--- config.mk ---
export PLATFORM = sky130hd
export DESIGN_NAME = tx_start_ctrl
export DESIGN_NICKNAME = d
export VERILOG_FILES = /design/src/rtl/txs_pkg.sv /design/src/rtl/txs_pin_sync.sv /design/src/rtl/txs_start_cond.sv /design/src/rtl/txs_start_delay.sv /design/src/rtl/txs_fsync_gen.sv /design/src/rtl/tx_start_ctrl.sv
export SDC_FILE = /design/constraint.sdc
export NUM_CORES = 1
export LEC_CHECK = 0
export ABC_AREA = 1
export BUFFER_PORTS_ARGS = -buffer_cell sky130_fd_sc_hd__buf_2
export CAP_MARGIN = 10
export CORE_MARGIN = 5
export CORE_UTILIZATION = 42
export CTS_BUF_LIST = sky130_fd_sc_hd__clkbuf_4
export CTS_CLUSTER_DIAMETER = 200
export DETAILED_ROUTE_END_ITERATION = 16
export PLACE_DENSITY = 0.72
export SETUP_SLACK_MARGIN = 0.2
export SLEW_MARGIN = 20
export SYNTH_ARGS = -nofsm -noshare
export SYNTH_HDL_FRONTEND = slang
export SYNTH_HIERARCHICAL = 1
export SYNTH_SLANG_ARGS = --single-unit
--- constraint.sdc ---
create_clock -name clk -period 1.45 [get_ports clk]
set_input_delay 0.2175 -clock clk [delete_from_list [all_inputs] [get_ports clk]]
set_output_delay 0.2175 -clock clk [all_outputs]
set_load 0.1 [all_outputs]
--- src/rtl/txs_pkg.sv ---
package txs_pkg;
  typedef enum logic [2:0] {
    SEL_CONT   = 3'd0,
    SEL_RX     = 3'd1,
    SEL_LOW    = 3'd2,
    SEL_HIGH   = 3'd3,
    SEL_FALL   = 3'd4,
    SEL_RISE   = 3'd5,
    SEL_CHANGE = 3'd6,
    SEL_EDGE   = 3'd7
  } start_sel_e;
endpackage

--- src/rtl/txs_pin_sync.sv ---
module txs_pin_sync #(
  parameter int STAGES = 2
) (
  input  logic clk,
  input  logic rst_n,
  input  logic tck_en,
  input  logic pin,
  output logic level,
  output logic prev
);
  logic [STAGES-1:0] chain_q;
  logic              prev_q, prev_d;

  generate
    for (genvar i = 0; i < STAGES; i++) begin : g_stage
      always_ff @(posedge clk or negedge rst_n) begin
        if (!rst_n) chain_q[i] <= 1'b0;
        else if (i == 0) chain_q[i] <= pin;
        else chain_q[i] <= chain_q[(i == 0) ? 0 : i-1];
      end
    end
  endgenerate

  // previous-value copy only moves on transmit clock enable
  always_comb prev_d = tck_en ? chain_q[STAGES-1] : prev_q;

  always_ff @(posedge clk or negedge rst_n) begin
    if (!rst_n) prev_q <= 1'b0;
    else        prev_q <= prev_d;
  end

  assign level = chain_q[STAGES-1];
  assign prev  = prev_q;
endmodule

--- src/rtl/txs_start_cond.sv ---
module txs_start_cond
  import txs_pkg::*;
(
  input  logic       tx_en,
  input  logic [2:0] sel,
  input  logic       hold_written,
  input  logic       xfer_done,
  input  logic       rx_start,
  input  logic       level,
  input  logic       prev,
  output logic       trig
);
  logic cond;

  always_comb begin
    case (start_sel_e'(sel))
      SEL_CONT:   cond = hold_written | xfer_done;
      SEL_RX:     cond = rx_start;
      SEL_LOW:    cond = ~level;
      SEL_HIGH:   cond = level;
      SEL_FALL:   cond = prev & ~level;
      SEL_RISE:   cond = ~prev & level;
      SEL_CHANGE: cond = prev ^ level;
      SEL_EDGE:   cond = prev ^ level;
      default:    cond = 1'b0;
    endcase
    trig = tx_en & cond;
  end
endmodule

--- src/rtl/txs_start_delay.sv ---
module txs_start_delay #(
  parameter int DLY_W = 8
) (
  input  logic             clk,
  input  logic             rst_n,
  input  logic             tck_en,
  input  logic             tx_en,
  input  logic             trig,
  input  logic [DLY_W-1:0] delay,
  output logic             start_o
);
  logic             busy_q, busy_d;
  logic [DLY_W-1:0] cnt_q, cnt_d;
  logic             start_q, start_d;

  always_comb begin
    busy_d  = busy_q;
    cnt_d   = cnt_q;
    start_d = 1'b0;
    if (!tx_en) begin
      busy_d = 1'b0;
      cnt_d  = '0;
    end else if (tck_en) begin
      if (busy_q) begin
        if (cnt_q == DLY_W'(1)) begin
          busy_d  = 1'b0;
          cnt_d   = '0;
          start_d = 1'b1;
        end else begin
          cnt_d = cnt_q - DLY_W'(1);
        end
      end else if (trig) begin
        if (delay == '0) start_d = 1'b1;
        else begin
          busy_d = 1'b1;
          cnt_d  = delay;
        end
      end
    end
  end

  always_ff @(posedge clk or negedge rst_n) begin
    if (!rst_n) begin
      busy_q  <= 1'b0;
      cnt_q   <= '0;
      start_q <= 1'b0;
    end else begin
      busy_q  <= busy_d;
      cnt_q   <= cnt_d;
      start_q <= start_d;
    end
  end

  assign start_o = start_q;

  AST_START_NEEDS_EN: assert property (@(posedge clk) disable iff (!rst_n)
    start_o |-> $past(tx_en));
  AST_DELAY_BLOCKS: assert property (@(posedge clk) disable iff (!rst_n)
    (busy_q && cnt_q > DLY_W'(1)) |=> !start_o);
endmodule

--- src/rtl/txs_fsync_gen.sv ---
module txs_fsync_gen #(
  parameter int PER_W = 8
) (
  input  logic             clk,
  input  logic             rst_n,
  input  logic             tck_en,
  input  logic             tx_en,
  input  logic [PER_W-1:0] period,
  output logic             fs_o
);
  localparam int CNT_W = PER_W + 1;

  logic [CNT_W-1:0] cnt_q, cnt_d;
  logic [CNT_W-1:0] last;
  logic             run;
  logic             fs_q, fs_d;

  // 2*(P+1) states: count 0 .. 2P+1
  assign last = {period, 1'b1};
  assign run  = tx_en && (period != '0);

  always_comb begin
    cnt_d = cnt_q;
    fs_d  = 1'b0;
    if (!run) begin
      cnt_d = '0;
    end else if (tck_en) begin
      if (cnt_q >= last) begin
        cnt_d = '0;
        fs_d  = 1'b1;
      end else begin
        cnt_d = cnt_q + CNT_W'(1);
      end
    end
  end

  always_ff @(posedge clk or negedge rst_n) begin
    if (!rst_n) begin
      cnt_q <= '0;
      fs_q  <= 1'b0;
    end else begin
      cnt_q <= cnt_d;
      fs_q  <= fs_d;
    end
  end

  assign fs_o = fs_q;

  AST_NO_FS_ZERO: assert property (@(posedge clk) disable iff (!rst_n)
    (period == '0) |=> !fs_o);
  AST_FS_ONE_WIDE: assert property (@(posedge clk) disable iff (!rst_n)
    fs_o |=> !fs_o);
endmodule

--- src/rtl/tx_start_ctrl.sv ---
module tx_start_ctrl #(
  parameter int PER_W       = 8,
  parameter int DLY_W       = 8,
  parameter int SYNC_STAGES = 2
) (
  input  logic             clk,
  input  logic             rst_n,
  input  logic             tck_en,
  input  logic             tx_en,
  input  logic             hold_written,
  input  logic             xfer_done,
  input  logic             rx_start,
  input  logic             fs_pin,
  input  logic [PER_W-1:0] cfg_period,
  input  logic [DLY_W-1:0] cfg_delay,
  input  logic [2:0]       cfg_start_sel,
  output logic             start_o,
  output logic             fs_o
);
  logic pin_level, pin_prev, trig;

  txs_pin_sync #(.STAGES(SYNC_STAGES)) u_sync (
    .clk(clk), .rst_n(rst_n), .tck_en(tck_en), .pin(fs_pin),
    .level(pin_level), .prev(pin_prev)
  );

  txs_start_cond u_cond (
    .tx_en(tx_en), .sel(cfg_start_sel), .hold_written(hold_written),
    .xfer_done(xfer_done), .rx_start(rx_start), .level(pin_level),
    .prev(pin_prev), .trig(trig)
  );

  txs_start_delay #(.DLY_W(DLY_W)) u_delay (
    .clk(clk), .rst_n(rst_n), .tck_en(tck_en), .tx_en(tx_en),
    .trig(trig), .delay(cfg_delay), .start_o(start_o)
  );

  txs_fsync_gen #(.PER_W(PER_W)) u_fsync (
    .clk(clk), .rst_n(rst_n), .tck_en(tck_en), .tx_en(tx_en),
    .period(cfg_period), .fs_o(fs_o)
  );
endmodule

# --- Word level (Yosys, flattened, before mapping) ---
# Index checks and enable logic that the tools add are counted.
classes:
  addsub: 2
  multipliers: 0
  div: 0
  order_cmp: 1
  eq_ne: 12
  shift: 0
  muxes: 25
  bitwise_logic: 7
  reduce_logical: 6
ops:
  columns: ["cell", "n"]
  rows:
  - ["two-way mux 8 bit", 6]
  - ["two-way mux 9 bit", 3]
  - ["two-way mux 1 bit", 15]
  - ["equality test 3 bit, second input constant", 4]
  - ["adder 9 x 1 -> 9 bit, second input constant", 1]
  - [">= comparator 9 bit", 1]
  - ["equality test 8 x 1 -> 1 bit, second input constant", 1]
  - ["zero test 8 bit", 1]
  - ["nonzero test 8 bit", 1]
  - ["subtractor 8 x 1 -> 8 bit, second input constant", 1]
  - ["case mux 1 bit (7 select lines)", 1]
  - ["equality test 3 x 2 -> 1 bit, second input constant", 2]
  - ["inequality test 2 bit, second input constant", 2]
  - ["AND 1 bit", 3]
  - ["equality test 3 x 1 -> 1 bit, second input constant", 1]
  - ["zero test 3 bit", 1]
  - ["inequality test 3 x 1 -> 1 bit, second input constant", 1]
  - ["inequality test 3 x 2 -> 1 bit, second input constant", 1]
  - ["AND reduction 3 bit", 1]
  - ["inverter 1 bit", 2]
  - ["OR reduction 2 bit", 1]
  - ["logical AND 1 bit", 1]
  - ["bitwise OR 1 bit", 1]
  - ["bitwise XOR 1 bit", 1]
word_totals:
  reg_bits: 23
  latch_bits: 0
  mem_bits_rw: 0
  romBits: 0
  in_bits: 27
  out_inout_bits: 2
  word_cells: 61
  memories: 0

# --- Logic depth before layout (Yosys ltp) ---
# Gate-level depths: netlist of the first run.
depth:
  depth_word: 8
  depth_mapped: 12
  mapped_depth_nobuf: 12

# --- Modules after synthesis ---
# Netlist of the first run, hierarchy kept.
modules_own_cells:
  columns: ["mod", "instances", "cells_each", "area_each_um2", "seq_area_each_um2"]
  rows:
  - ["txs_fsync_gen", 1, 135, 894.6, 250.2]
  - ["txs_start_delay", 1, 113, 768.2, 250.2]
  - ["txs_start_cond", 1, 26, 117.6, 0.0]
  - ["txs_pin_sync", 1, 7, 90.1, 75.1]

# --- Least setup slack after synthesis of the first run ---
# No wires, ideal clock.
synth_path:
  kind: "register to register"
  startpoint: "register u_sync.chain_q[1], in the netlist u_sync/level"
  endpoint: "register u_delay.cnt_q[5]"
  t_arrival_ns: 1.489
  path_slack_ns: -0.104
  stages_incl_launch_ff: 12
  period_less_slack_ns: 1.554
  cell_sequence: "dfrtp_1 inv_1 ha_1 nor2_1 nor2_1 nand2_1 nand2_1 nor2_1 o21ai_1 a21oi_4 nand2_1 nand2_1"
synth_via:
  elab_chain_cells: 6
synth_lines:
  columns: ["item", "line_no", "text"]
  rows:
  - ["start, declared", "txs_pin_sync.sv:11", "logic [STAGES-1:0] chain_q;"]
  - ["start signal, assigned by index", "txs_pin_sync.sv:18", "else if (i == 0) chain_q[i] <= pin;"]
  - ["start signal, assigned by index", "txs_pin_sync.sv:19", "else chain_q[i] <= chain_q[(i == 0) ? 0 : i-1];"]
  - ["inverter 1 bit", "txs_start_cond.sv:19, txs_start_cond.sv:21", null]
  - ["AND 1 bit", "txs_start_cond.sv:21", "SEL_FALL: cond = prev & ~level;"]
  - ["case mux 1 bit (7 select lines) (*)", "txs_start_cond.sv:16", "case (start_sel_e'(sel))"]
  - ["AND 1 bit (*)", "txs_start_cond.sv:27", "trig = tx_en & cond;"]
  - ["net trig", "tx_start_ctrl.sv:20", "logic pin_level, pin_prev, trig;"]
  - ["inequality test 3 x 1 -> 1 bit (no source line) (*)", null, null]
  - ["AND reduction 3 bit (no source line) (*)", null, null]
  - ["end signal, assigned", "txs_start_delay.sv:49", "cnt_q <= cnt_d;"]
  - ["end, declared", "txs_start_delay.sv:13", "logic [DLY_W-1:0] cnt_q, cnt_d;"]
# The timed path passes the listed nets; every way through them passes the cells marked *.
# A chain may end at the register's enable or synchronous reset.

# --- Worst setup path after layout of the first run ---
layout_path:
  startpoint: "register u_sync.prev_q, in the netlist u_sync/prev"
  endpoint: "register u_delay.cnt_q[7]"
layout_via:
  elab_chain_cells: 6
layout_lines:
  columns: ["item", "line_no", "text"]
  rows:
  - ["start, declared", "txs_pin_sync.sv:12", "logic prev_q, prev_d;"]
  - ["start signal, assigned", "txs_pin_sync.sv:29", "else prev_q <= prev_d;"]
  - ["inverter 1 bit", "txs_start_cond.sv:22", "SEL_RISE: cond = ~prev & level;"]
  - ["AND 1 bit", "txs_start_cond.sv:22", null]
  - ["case mux 1 bit (7 select lines) (*)", "txs_start_cond.sv:16", null]
  - ["AND 1 bit (*)", "txs_start_cond.sv:27", null]
  - ["net trig", "tx_start_ctrl.sv:20", null]
  - ["inequality test 3 x 1 -> 1 bit (no source line) (*)", null, null]
  - ["AND reduction 3 bit (no source line) (*)", null, null]
# Marks and branches as above.

==> flow_metrics.env, run 1 <==
export IMPL_outcome="complete, but fails checks"
export IMPL_violations="negative setup slack"
export IMPL_syn_area_sq_um=1870
export IMPL_grt_setup_unrepaired="yes"
export IMPL_ys_ff_latch=23
export IMPL_synthTopCellsByArea="dfrtp_1, nand2_1, ha_1, inv_1, nand3_1"
export IMPL_placed_cells=371
export IMPL_min_period_over_period_pct=113
export IMPL_vias=1857
export IMPL_drt_pre_antenna_iters=4
export IMPL_grtUsageMet2_pct=26.3
export IMPL_layout_drive_gt1_share_pct=25.8
export IMPL_synth_edf_count=0
export IMPL_internal_power_uw=937
export IMPL_syn_nets=321
export IMPL_place_gp_congestion=0.881
export IMPL_end_kind="register"
export IMPL_power_leakage_uw=0.00130
export IMPL_finalMaxSlewViolations=0
export IMPL_dp_slack_ns=-0.264
export IMPL_critPathMostFrequentCell="nand2_1"
export IMPL_worstMarginPinSlew_ns=0.545
export IMPL_wl_microns=4480
export IMPL_ys_types=26
export IMPL_globalRouteMet1Util_pct=20.7
export IMPL_finalInstanceArea_sq_um=2350
export IMPL_crit_chain="ha_4 > nor2_1 > nor2_1 > nand2_1 > nand2_2 > nor2_4 > nand3b_1 > nand3_4 > nand2_1 > nand2_1"
export IMPL_cts_sinks=23
export IMPL_cts_tree="yes"
export IMPL_die_y_microns=76.7
export IMPL_overflow=0
export IMPL_maxCapViolCount=0
export IMPL_row_count=24
export IMPL_stdcell_count=381
export IMPL_p_per_area_nw_per_um2=614
export IMPL_dieArea_sq_um=5890
export IMPL_peakVddDrop_mv=0.356
export IMPL_vias_per_cell=4.87
export IMPL_yosys_area_top_type_share_pct=30.8
export IMPL_drc=0
export IMPL_cts_max_level=1
export IMPL_worstPathMaxFanout=8
export IMPL_min_period_ns=1.63
export IMPL_synth_area_per_cell_sq_um=6.66
export IMPL_drtAntennaViolNets=0
export IMPL_slew_headroom_pct=63.7
export IMPL_async_flop_share_pct=100
export IMPL_cp_start_kind="register"
export IMPL_areaGrowthSynthToFinish_pct=25.7
export IMPL_ys_flop_type="dfrtp_1"
export IMPL_power_frac_clock_pct=21.9
export IMPL_synthCells=281
export IMPL_hold_class="input port to register"
export IMPL_grt_first_pass_wirelength_microns=7870
export IMPL_slowest_delay_ns=0.45
export IMPL_synth_common_cells="nand2_1, inv_1, nand3_1"
export IMPL_initial_utilization_pct=43.3
export IMPL_startpoint="u_sync/prev"
export IMPL_fin_tns_setup_ns=-1.57
export IMPL_worstSetupPathType="register to register"
export IMPL_max_clock_freq_mhz=612
export IMPL_io_pins=29
export IMPL_r2r_start="u_sync/prev"
export IMPL_swShare_pct=35.1
export IMPL_setup_viol_count_final=14
export IMPL_cp_required_ns=1.68
export IMPL_ys_seq_area_share_pct=30.8
export IMPL_synth_top_area_cell="dfrtp_1"
export IMPL_diodes=0
export IMPL_total_power_uw=1440
export IMPL_core_sq_um=4320
export IMPL_layout_nets=370
export IMPL_post_dp_hpwl_microns=3130
export IMPL_seqPwrFrac_pct=49.1
export IMPL_grt_use_total_pct=15.7
export IMPL_port_buffers=28
export IMPL_cts_buffer_depth=2
export IMPL_cts_buffers=3
export IMPL_switchingPower_uw=506
export IMPL_final_hold_viol_count=0
export IMPL_arrival_ns=1.86
export IMPL_yosysWarnings=6
export IMPL_wire_per_inst_microns=11.8
export IMPL_path_buf_inv=0
export IMPL_grt_max_degree=24
export IMPL_pwr_share_comb_pct=29.0
export IMPL_grt_pass1_vias=1796
export IMPL_cts_root_buffer="clkbuf_4"
export IMPL_cp_top_family="simple AND/OR/NAND/NOR gates"
export IMPL_path_clk_slew_ns=0.14
export IMPL_gr_usage_met3_pct=2.22
export IMPL_worst_slack_ns=-0.183
export IMPL_die_w_microns=76.7
export IMPL_fin_worst_skew_ns=0.00265
export IMPL_antenna_found_initial=0
export IMPL_yosysMostFrequentCell="nand2_1"
export IMPL_cpMaxStageDelayCell="dfrtp_1"
export IMPL_clock_latency_ns=0.32
export IMPL_grt_busiest_layer="met2"
export IMPL_hold_start="tck_en"
export IMPL_drt_iter0_markers=102
export IMPL_dpl_instance_area_sq_um=2150
## per-layer routing
metal	routed length, microns	vias to the layer above
met5	0	-
met1	2070	832
met2	2190	37
li1	-	986
met3	198	2
met4	27	0
## power by group through the flow
| stage | clock, uW | sequential [uW] | combinational, uW |
|---|---|---|---|
| final | 316 | 708 | 419 |
| after global routing | 359 | 714 | 486 |
| after CTS | 331 | 705 | 403 |
| after detailed placement | 0 | 717 | 380 |
| after global placement | 0 | 717 | 370 |
| after floorplan | 0 | 716 | 260 |
## worst paths after layout
kind | endpoint | slack (ns) | cells after the start
max | u_delay/cnt_q[7] | -0.18 | 10
min | u_sync/prev | 0.17 | 3
max reg2reg | u_delay/cnt_q[7] | -0.18 | 10
min reg2reg | u_sync/level | 0.37 | 0
max in group asynchronous | u_fsync/cnt_q[6] | 0.69 | 2
min in group asynchronous | u_delay/start_o | 0.39 | 2
## registers in the layout, indices dropped and copies added (netlist names)
| name | cells |
|---|---|
| u_delay/cnt_q | 8 |
| u_sync/prev | 1 |
| u_delay/busy_q | 1 |
| u_sync/level | 1 |
| u_fsync/fs_o | 1 |
| u_fsync/cnt_q | 9 |
| u_sync/chain_q | 1 |
| u_delay/start_o | 1 |
## what timing repair did
item / CTS / global route
cloned: 2 / 0
pin swaps: 10 / 9
resized for setup: 16 / 11
buffers inserted: 1 / 1
hold buffers: 2 / 0
hold endpoints to repair: 24 / 0
setup endpoints to repair: 22 / 20
## stage by stage
stage / util, % / hold slack, ns
after global placement: 49.7 / 0.225
after global routing: 54.4 / 0.167
after detailed placement: 49.7 / 0.233
after floorplan: - / -0.0781
after CTS: 53.1 / 0.169
final: 54.4 / 0.174
## tightest hold or removal path: stages
cell and delay [ns]:
buf_2 0.14, nand2_1 0.07, nand2_1 0.05
## layout by cell type (no fill, tap or decap)
| cell type | instances |
|---|---|
| a21oi_1 | 2 |
| a21oi_2 | 3 |
| a21oi_4 | 3 |
| buf_2 | 26 |
| buf_4 | 16 |
| buf_6 | 1 |
| clkbuf_4 | 3 |
| clkinv_1 | 1 |
| clkinv_2 | 1 |
| dfrtp_1 | 23 |
| dlygate4sd3_1 | 2 |
| ha_1 | 10 |
| ha_4 | 3 |
| inv_1 | 38 |
| inv_2 | 5 |
| nand2_1 | 101 |
| nand2_2 | 6 |
| nand2_4 | 1 |
| nand3_1 | 24 |
| nand3_4 | 1 |
| nand3b_1 | 1 |
| nand4_1 | 13 |
| nor2_1 | 18 |
| nor2_2 | 5 |
| nor2_4 | 8 |
| nor3_2 | 1 |
| o21ai_0 | 5 |
| o21ai_1 | 1 |
| o21ai_2 | 1 |
| o21ai_4 | 1 |
| o21bai_1 | 1 |
| xnor2_1 | 2 |
| xor2_1 | 2 |
## layout make-up
class | instances | area [sq um]
inverters | 44 | 165
repair buffers | 45 | 282
clock inverters | 1 | 5.00
flip-flops and latches | 23 | 576
well taps | 52 | 65.1
clock buffers | 3 | 22.5
fillers | 415 | 1970
multi-input cells | 213 | 1240
## logic make-up (layout without fill, tap and decap cells)
group,Yosys count,in the layout,share of synthesized area (%)
adders and majority gates,13,13,8.70
AOI/OAI and AO/OA,16,17,5.22
DFF,23,23,30.8
buffers and inverters,47,93,10.3
and+or+nand+nor,178,179,43.1
xor gates and xnor gates,4,4,1.87
Note: power is estimated with default switching activity, not from simulation.
==> inputs of run 2 (changes only) <==
--- a/config.mk
+++ b/config.mk
@@ -14,7 +14,6 @@
 export CTS_CLUSTER_DIAMETER = 200
 export DETAILED_ROUTE_END_ITERATION = 16
 export PLACE_DENSITY = 0.72
-export SETUP_SLACK_MARGIN = 0.2
 export SLEW_MARGIN = 20
 export SYNTH_ARGS = -nofsm -noshare
 export SYNTH_HDL_FRONTEND = slang
==> run 2 against run 1 <==
Compared with the run above:
- the flow still finishes with violations (negative setup slack)
- sequential power barely moved
- cell count increased by 0.26%
- non-clock buffer count increased by 1
- sequential share of layout area is 0.40 points lower
- clock power is essentially flat
- hold slack gained 0.019 ns
- critical path type unchanged
==> flow_metrics.env, run 2 (synthesis gave the netlist of run 1 again) <==
export IMPL_cts_buffer_depth=2
export IMPL_final_cell_mix="nand2_1, inv_1, buf_2"
export IMPL_layout_nets=371
export IMPL_min_period_over_period_pct=116
export IMPL_worstMarginPinSlew_ns=0.537
export IMPL_end_kind="register"
export IMPL_violations="negative setup slack"
export IMPL_core_sq_um=4320
export IMPL_drc=0
export IMPL_cts_max_level=1
export IMPL_p_per_area_nw_per_um2=613
export IMPL_finalMaxSlewViolations=0
export IMPL_grt_max_degree=24
export IMPL_largestRegisters="u_fsync/cnt_q x9, u_delay/cnt_q x8"
export IMPL_diodes=0
export IMPL_cp_start_kind="register"
export IMPL_arrival_ns=1.89
export IMPL_areaGrowthSynthToFinish_pct=27.8
export IMPL_worstPathMaxFanout=8
export IMPL_cts_sinks=23
export IMPL_port_buffers=28
export IMPL_row_count=24
export IMPL_peakVddDrop_mv=0.444
export IMPL_post_dp_hpwl_microns=3150
export IMPL_grt_use_total_pct=15.1
export IMPL_die_w_microns=76.7
export IMPL_cp_required_ns=1.66
export IMPL_layout_commonest_cell="nand2_1"
export IMPL_vias_per_cell=4.90
export IMPL_final_hold_viol_count=0
export IMPL_vias=1871
export IMPL_io_pins=29
export IMPL_drt_iter0_markers=75
export IMPL_stdcell_count=382
export IMPL_total_power_uw=1470
export IMPL_max_clock_freq_mhz=595
export IMPL_grt_first_pass_wirelength_microns=7590
export IMPL_clock_latency_ns=0.30
export IMPL_layout_drive_gt1_share_pct=27.9
export IMPL_place_gp_congestion=0.841
export IMPL_maxCapViolCount=0
export IMPL_cts_root_buffer="clkbuf_4"
export IMPL_drtAntennaViolNets=0
export IMPL_overflow=0
export IMPL_hold_class="input port to register"
export IMPL_wire_per_inst_microns=11.4
export IMPL_largest_reg_flops=9
export IMPL_worstSetupPathType="register to register"
export IMPL_grt_pass1_vias=1720
export IMPL_power_leakage_uw=0.00131
export IMPL_drt_pre_antenna_iters=4
export IMPL_worst_slack_ns=-0.232
export IMPL_slew_headroom_pct=64.2
export IMPL_min_period_ns=1.68
export IMPL_initial_utilization_pct=43.3
export IMPL_outcome="complete, but fails checks"
export IMPL_placed_cells=373
export IMPL_dieArea_sq_um=5890
export IMPL_grt_setup_unrepaired="yes"
export IMPL_path_clk_slew_ns=0.13
export IMPL_setup_viol_count_final=10
export IMPL_cts_buffers=3
export IMPL_largest_register="u_fsync/cnt_q"
export IMPL_cts_tree="yes"
export IMPL_antenna_found_initial=0
export IMPL_fin_worst_skew_ns=0.00311
export IMPL_die_y_microns=76.7
export IMPL_wl_microns=4360
==> run 2: changes by cell type in the layout (fill, tap and decap cells not counted), sizes merged <==
cell / delta
buf: +1
clkbuf: +1
clkinv: -1
==> run 2: report_power, final <==
group	total (uW)	switching (uW)	internal, uW	leakage [uW]
clock network	318	192	126	0.0000184
logic	439	265	175	0.000980
registers	708	37.4	671	0.000310
==> run 2: per-layer routing <==
layer,vias up,share of wire (%),global-route usage (%)
met5,-,0,0
met4,0,0.80,4.20
met3,2,4.2,2.22
met2,38,47,24.8
met1,846,48,20.4
li1,985,-,-
==> run 2: final cells by class <==
class	count	area [sq um]
tap	52	65.1
sequential	23	576
timing repair buffer	46	284
fill	399	1930
inverter	44	165
multi-input combinational	213	1270
clock buffer	4	30.0
==> run 2: worst paths after layout <==
check	start	endpoint	slack [ns]	cells past startpoint
min reg2reg	u_sync/chain_q[0]	u_sync/level	0.37	0
max in group asynchronous	rst_n	u_fsync/cnt_q[1]	0.69	2
min in group asynchronous	rst_n	u_sync/chain_q[0]	0.41	2
max reg2reg	u_sync/level	u_delay/cnt_q[6]	-0.23	11
max	u_sync/level	u_delay/cnt_q[6]	-0.23	11
min	tck_en	u_sync/prev	0.19	3
==> run 2: timing repair <==
item	4_1_cts	5_1_grt
gates resized for setup	9	25
setup buffers	0	1
endpoints found under the hold margin	23	1
setup endpoints to repair	19	20
pin swaps	9	27
gates cloned	2	0
hold buffers	1	1
==> run 2: per-stage QoR <==
stage	instance area (sq um)	util (%)	setup WS, ns	hold WS (ns)	TNS (ns)
global route	2390	55.3	-0.334	0.173	-3.63
global placement	2160	50.0	-0.186	0.218	-2.00
floorplan	1870	-	-0.0795	-0.0781	-0.702
detailed placement	2160	50.0	-0.242	0.234	-2.67
finish	2390	55.3	-0.232	0.193	-1.87
CTS	2250	52.1	-0.195	0.00684	-2.01
==> run 2: critical path, cell delays in order (launching register included) <==
cell	delay (ns)
dfrtp_1	0.42
inv_2	0.09
ha_4	0.21
nor2_4	0.09
nor2_1	0.04
nand2_1	0.06
nand2_2	0.06
nor2_4	0.14
nand3b_1	0.16
nand3_4	0.16
nand2_1	0.11
nand2_1	0.05
==> inputs of run 3 (changes only) <==
--- a/config.mk
+++ b/config.mk
@@ -9,11 +9,11 @@
 export BUFFER_PORTS_ARGS = -buffer_cell sky130_fd_sc_hd__buf_2
 export CAP_MARGIN = 10
 export CORE_MARGIN = 5
-export CORE_UTILIZATION = 42
+export CORE_UTILIZATION = 53
 export CTS_BUF_LIST = sky130_fd_sc_hd__clkbuf_4
 export CTS_CLUSTER_DIAMETER = 200
 export DETAILED_ROUTE_END_ITERATION = 16
-export PLACE_DENSITY = 0.72
+export PLACE_DENSITY = 0.86
 export SLEW_MARGIN = 20
 export SYNTH_ARGS = -nofsm -noshare
 export SYNTH_HDL_FRONTEND = slang
==> run 3 against run 2 <==
Compared with the run above:
- the run still ends with negative setup slack left
- sequential power hardly changed
- via count is 5.3% higher
- largest cell class unchanged
- hold slack gained 0.00074 ns
- utilization grew 15 points
- combinational power fell by 1%
- non-clock buffer count is 1 higher
- setup slack better by 0.023 ns
- critical path type unchanged
- final area is essentially flat
- sequential cell count is the same
- critical path depth unchanged
==> flow_metrics.env, run 3 (synthesis gave the netlist of run 1 again) <==
export IMPL_outcome="complete, but fails checks"
export IMPL_violations="negative setup slack"
export IMPL_cts_sinks=23
export IMPL_drt_pre_antenna_iters=4
export IMPL_r2r_start="u_sync/level"
export IMPL_place_gp_congestion=0.883
export IMPL_min_period_ns=1.66
export IMPL_r2r_end="u_delay/cnt_q[4]"
export IMPL_arrival_ns=1.88
export IMPL_maxCapViolCount=0
export IMPL_regArea_sq_um=576
export IMPL_worstMarginPinSlew_ns=0.547
export IMPL_end_kind="register"
export IMPL_row_count=21
export IMPL_worst_slack_ns=-0.208
export IMPL_wire_per_inst_microns=12.1
export IMPL_die_w_microns=69.4
export IMPL_slew_headroom_pct=63.5
export IMPL_grt_first_pass_wirelength_microns=7490
export IMPL_wl_microns=4570
export IMPL_grt_pass1_vias=1793
export IMPL_largest_reg_flops=9
export IMPL_grt_use_total_pct=18.2
export IMPL_final_hold_viol_count=0
export IMPL_finalMaxSlewViolations=0
export IMPL_hold_start="tck_en"
export IMPL_pwr_share_comb_pct=29.5
export IMPL_die_y_microns=69.4
export IMPL_power_frac_clock_pct=22.1
export IMPL_core_sq_um=3390
export IMPL_startpoint="u_sync/level"
export IMPL_setup_viol_count_final=19
export IMPL_layout_commonest_cell="nand2_1"
export IMPL_worstPathMaxFanout=8
export IMPL_min_period_over_period_pct=114
export IMPL_final_cell_mix="nand2_1, inv_1, buf_2"
export IMPL_r2r_cells=11
export IMPL_reg2reg_setup_slack_ns=-0.21
export IMPL_drtAntennaViolNets=0
export IMPL_layout_drive_gt1_share_pct=28.7
export IMPL_vias_per_cell=5.23
export IMPL_hold_slack_ns=0.194
export IMPL_cts_max_level=1
export IMPL_largest_register="u_fsync/cnt_q"
export IMPL_io_pins=29
export IMPL_cp_required_ns=1.67
export IMPL_peakVddDrop_mv=0.438
export IMPL_port_buffers=28
export IMPL_seqPwrFrac_pct=48.4
export IMPL_grt_max_degree=24
export IMPL_fill_cells=262
export IMPL_switchingPower_uw=499
export IMPL_antenna_found_initial=0
export IMPL_largestRegisters="u_fsync/cnt_q x9, u_delay/cnt_q x8"
export IMPL_internal_power_uw=968
export IMPL_max_clock_freq_mhz=603
export IMPL_drc=0
export IMPL_endpoint="u_delay/cnt_q[4]"
export IMPL_grt_setup_unrepaired="yes"
export IMPL_diodes=0
export IMPL_cp_start_kind="register"
export IMPL_swShare_pct=34.0
export IMPL_layout_nets=372
export IMPL_fin_worst_skew_ns=0.00104
export IMPL_dieArea_sq_um=4820
export IMPL_initial_utilization_pct=55.2
export IMPL_worstSetupPathType="register to register"
export IMPL_clock_latency_ns=0.31
export IMPL_cts_root_buffer="clkbuf_4"
export IMPL_multi_input_area_sq_um=1270
export IMPL_cts_tree="yes"
export IMPL_drt_iter0_markers=125
export IMPL_p_per_area_nw_per_um2=614
export IMPL_path_clk_slew_ns=0.13
export IMPL_fin_tns_setup_ns=-2.00
export IMPL_vias=1971
export IMPL_cts_buffer_depth=2
export IMPL_areaGrowthSynthToFinish_pct=27.7
export IMPL_hold_class="input port to register"
export IMPL_overflow=0
export IMPL_power_leakage_uw=0.00131
export IMPL_post_dp_hpwl_microns=3080
export IMPL_cts_buffers=3
-- run 3: changes by cell type in the layout (fill, tap and decap cells not counted), sizes merged --
cell  change
buf       +1
-- run 3: worst min path at each step --
stage	cells after the start	to	slack [ns]
finish	3	u_sync/prev	0.19
detailed placement	1	u_delay/cnt_q[1]	0.22
CTS	3	u_sync/prev	0.19
global route	3	u_sync/prev	0.18
global placement	1	u_delay/cnt_q[1]	0.22
floorplan	0	u_delay/busy_q	-0.08
-- run 3: repair_timing --
action                                 in CTS  in global routing
hold buffers                                2                  0
buffers inserted                            0                  4
endpoints found under the hold margin      24                  0
setup endpoints to repair                  19                 20
pin swaps                                   9                 11
cloned                                      2                  0
gates resized for setup                    10                 24
-- run 3: area by class of cell --
class / count / share of cell area, %
multi-input cells: 213 / 53.1
flip-flops and latches: 23 / 24.1
repair buffers: 47 / 12.2
inverters: 44 / 6.91
well taps: 46 / 2.41
clock buffers: 4 / 1.26
-- run 3: power by group through the flow --
stage	combinational (uW)	sequential (uW)	clock, uW
3_3_place_gp	365	717	0
6_report	433	710	323
4_1_cts	394	706	333
2_1_floorplan	260	716	0
3_5_place_dp	378	717	0
5_1_grt	483	715	359
-- run 3: per-stage QoR --
step                      util (%)  worst slack (ns)  cells  total power, uW  instance area, sq um
after global placement        63.1            -0.171    365             1080                  2140
after global routing          70.5            -0.300    377             1560                  2390
after detailed placement      63.1            -0.277    365             1100                  2140
after floorplan                  -           -0.0795    281              977                  1870
after CTS                     66.1            -0.178    373             1430                  2240
final                         70.5            -0.208    377             1470                  2390
-- run 3: routing by layer --
layer	global-route usage, %	vias up	routed length (microns)
li1	-	993	-
met1	24.5	914	2100
met2	30.4	54	2150
met3	4.20	10	264
met4	2.82	0	66
met5	0	-	0
-- run 3: critical path, stage by stage, from the launching register on --
cell and delay, ns:
dfrtp_1 0.43, inv_2 0.09, ha_4 0.19, nor2_1 0.08, nor2_1 0.04, nand2_1 0.07, nand2_2 0.06, nor2_4 0.12
nand3b_1 0.17, nand3_4 0.15, nand2_1 0.10, nand2_1 0.05
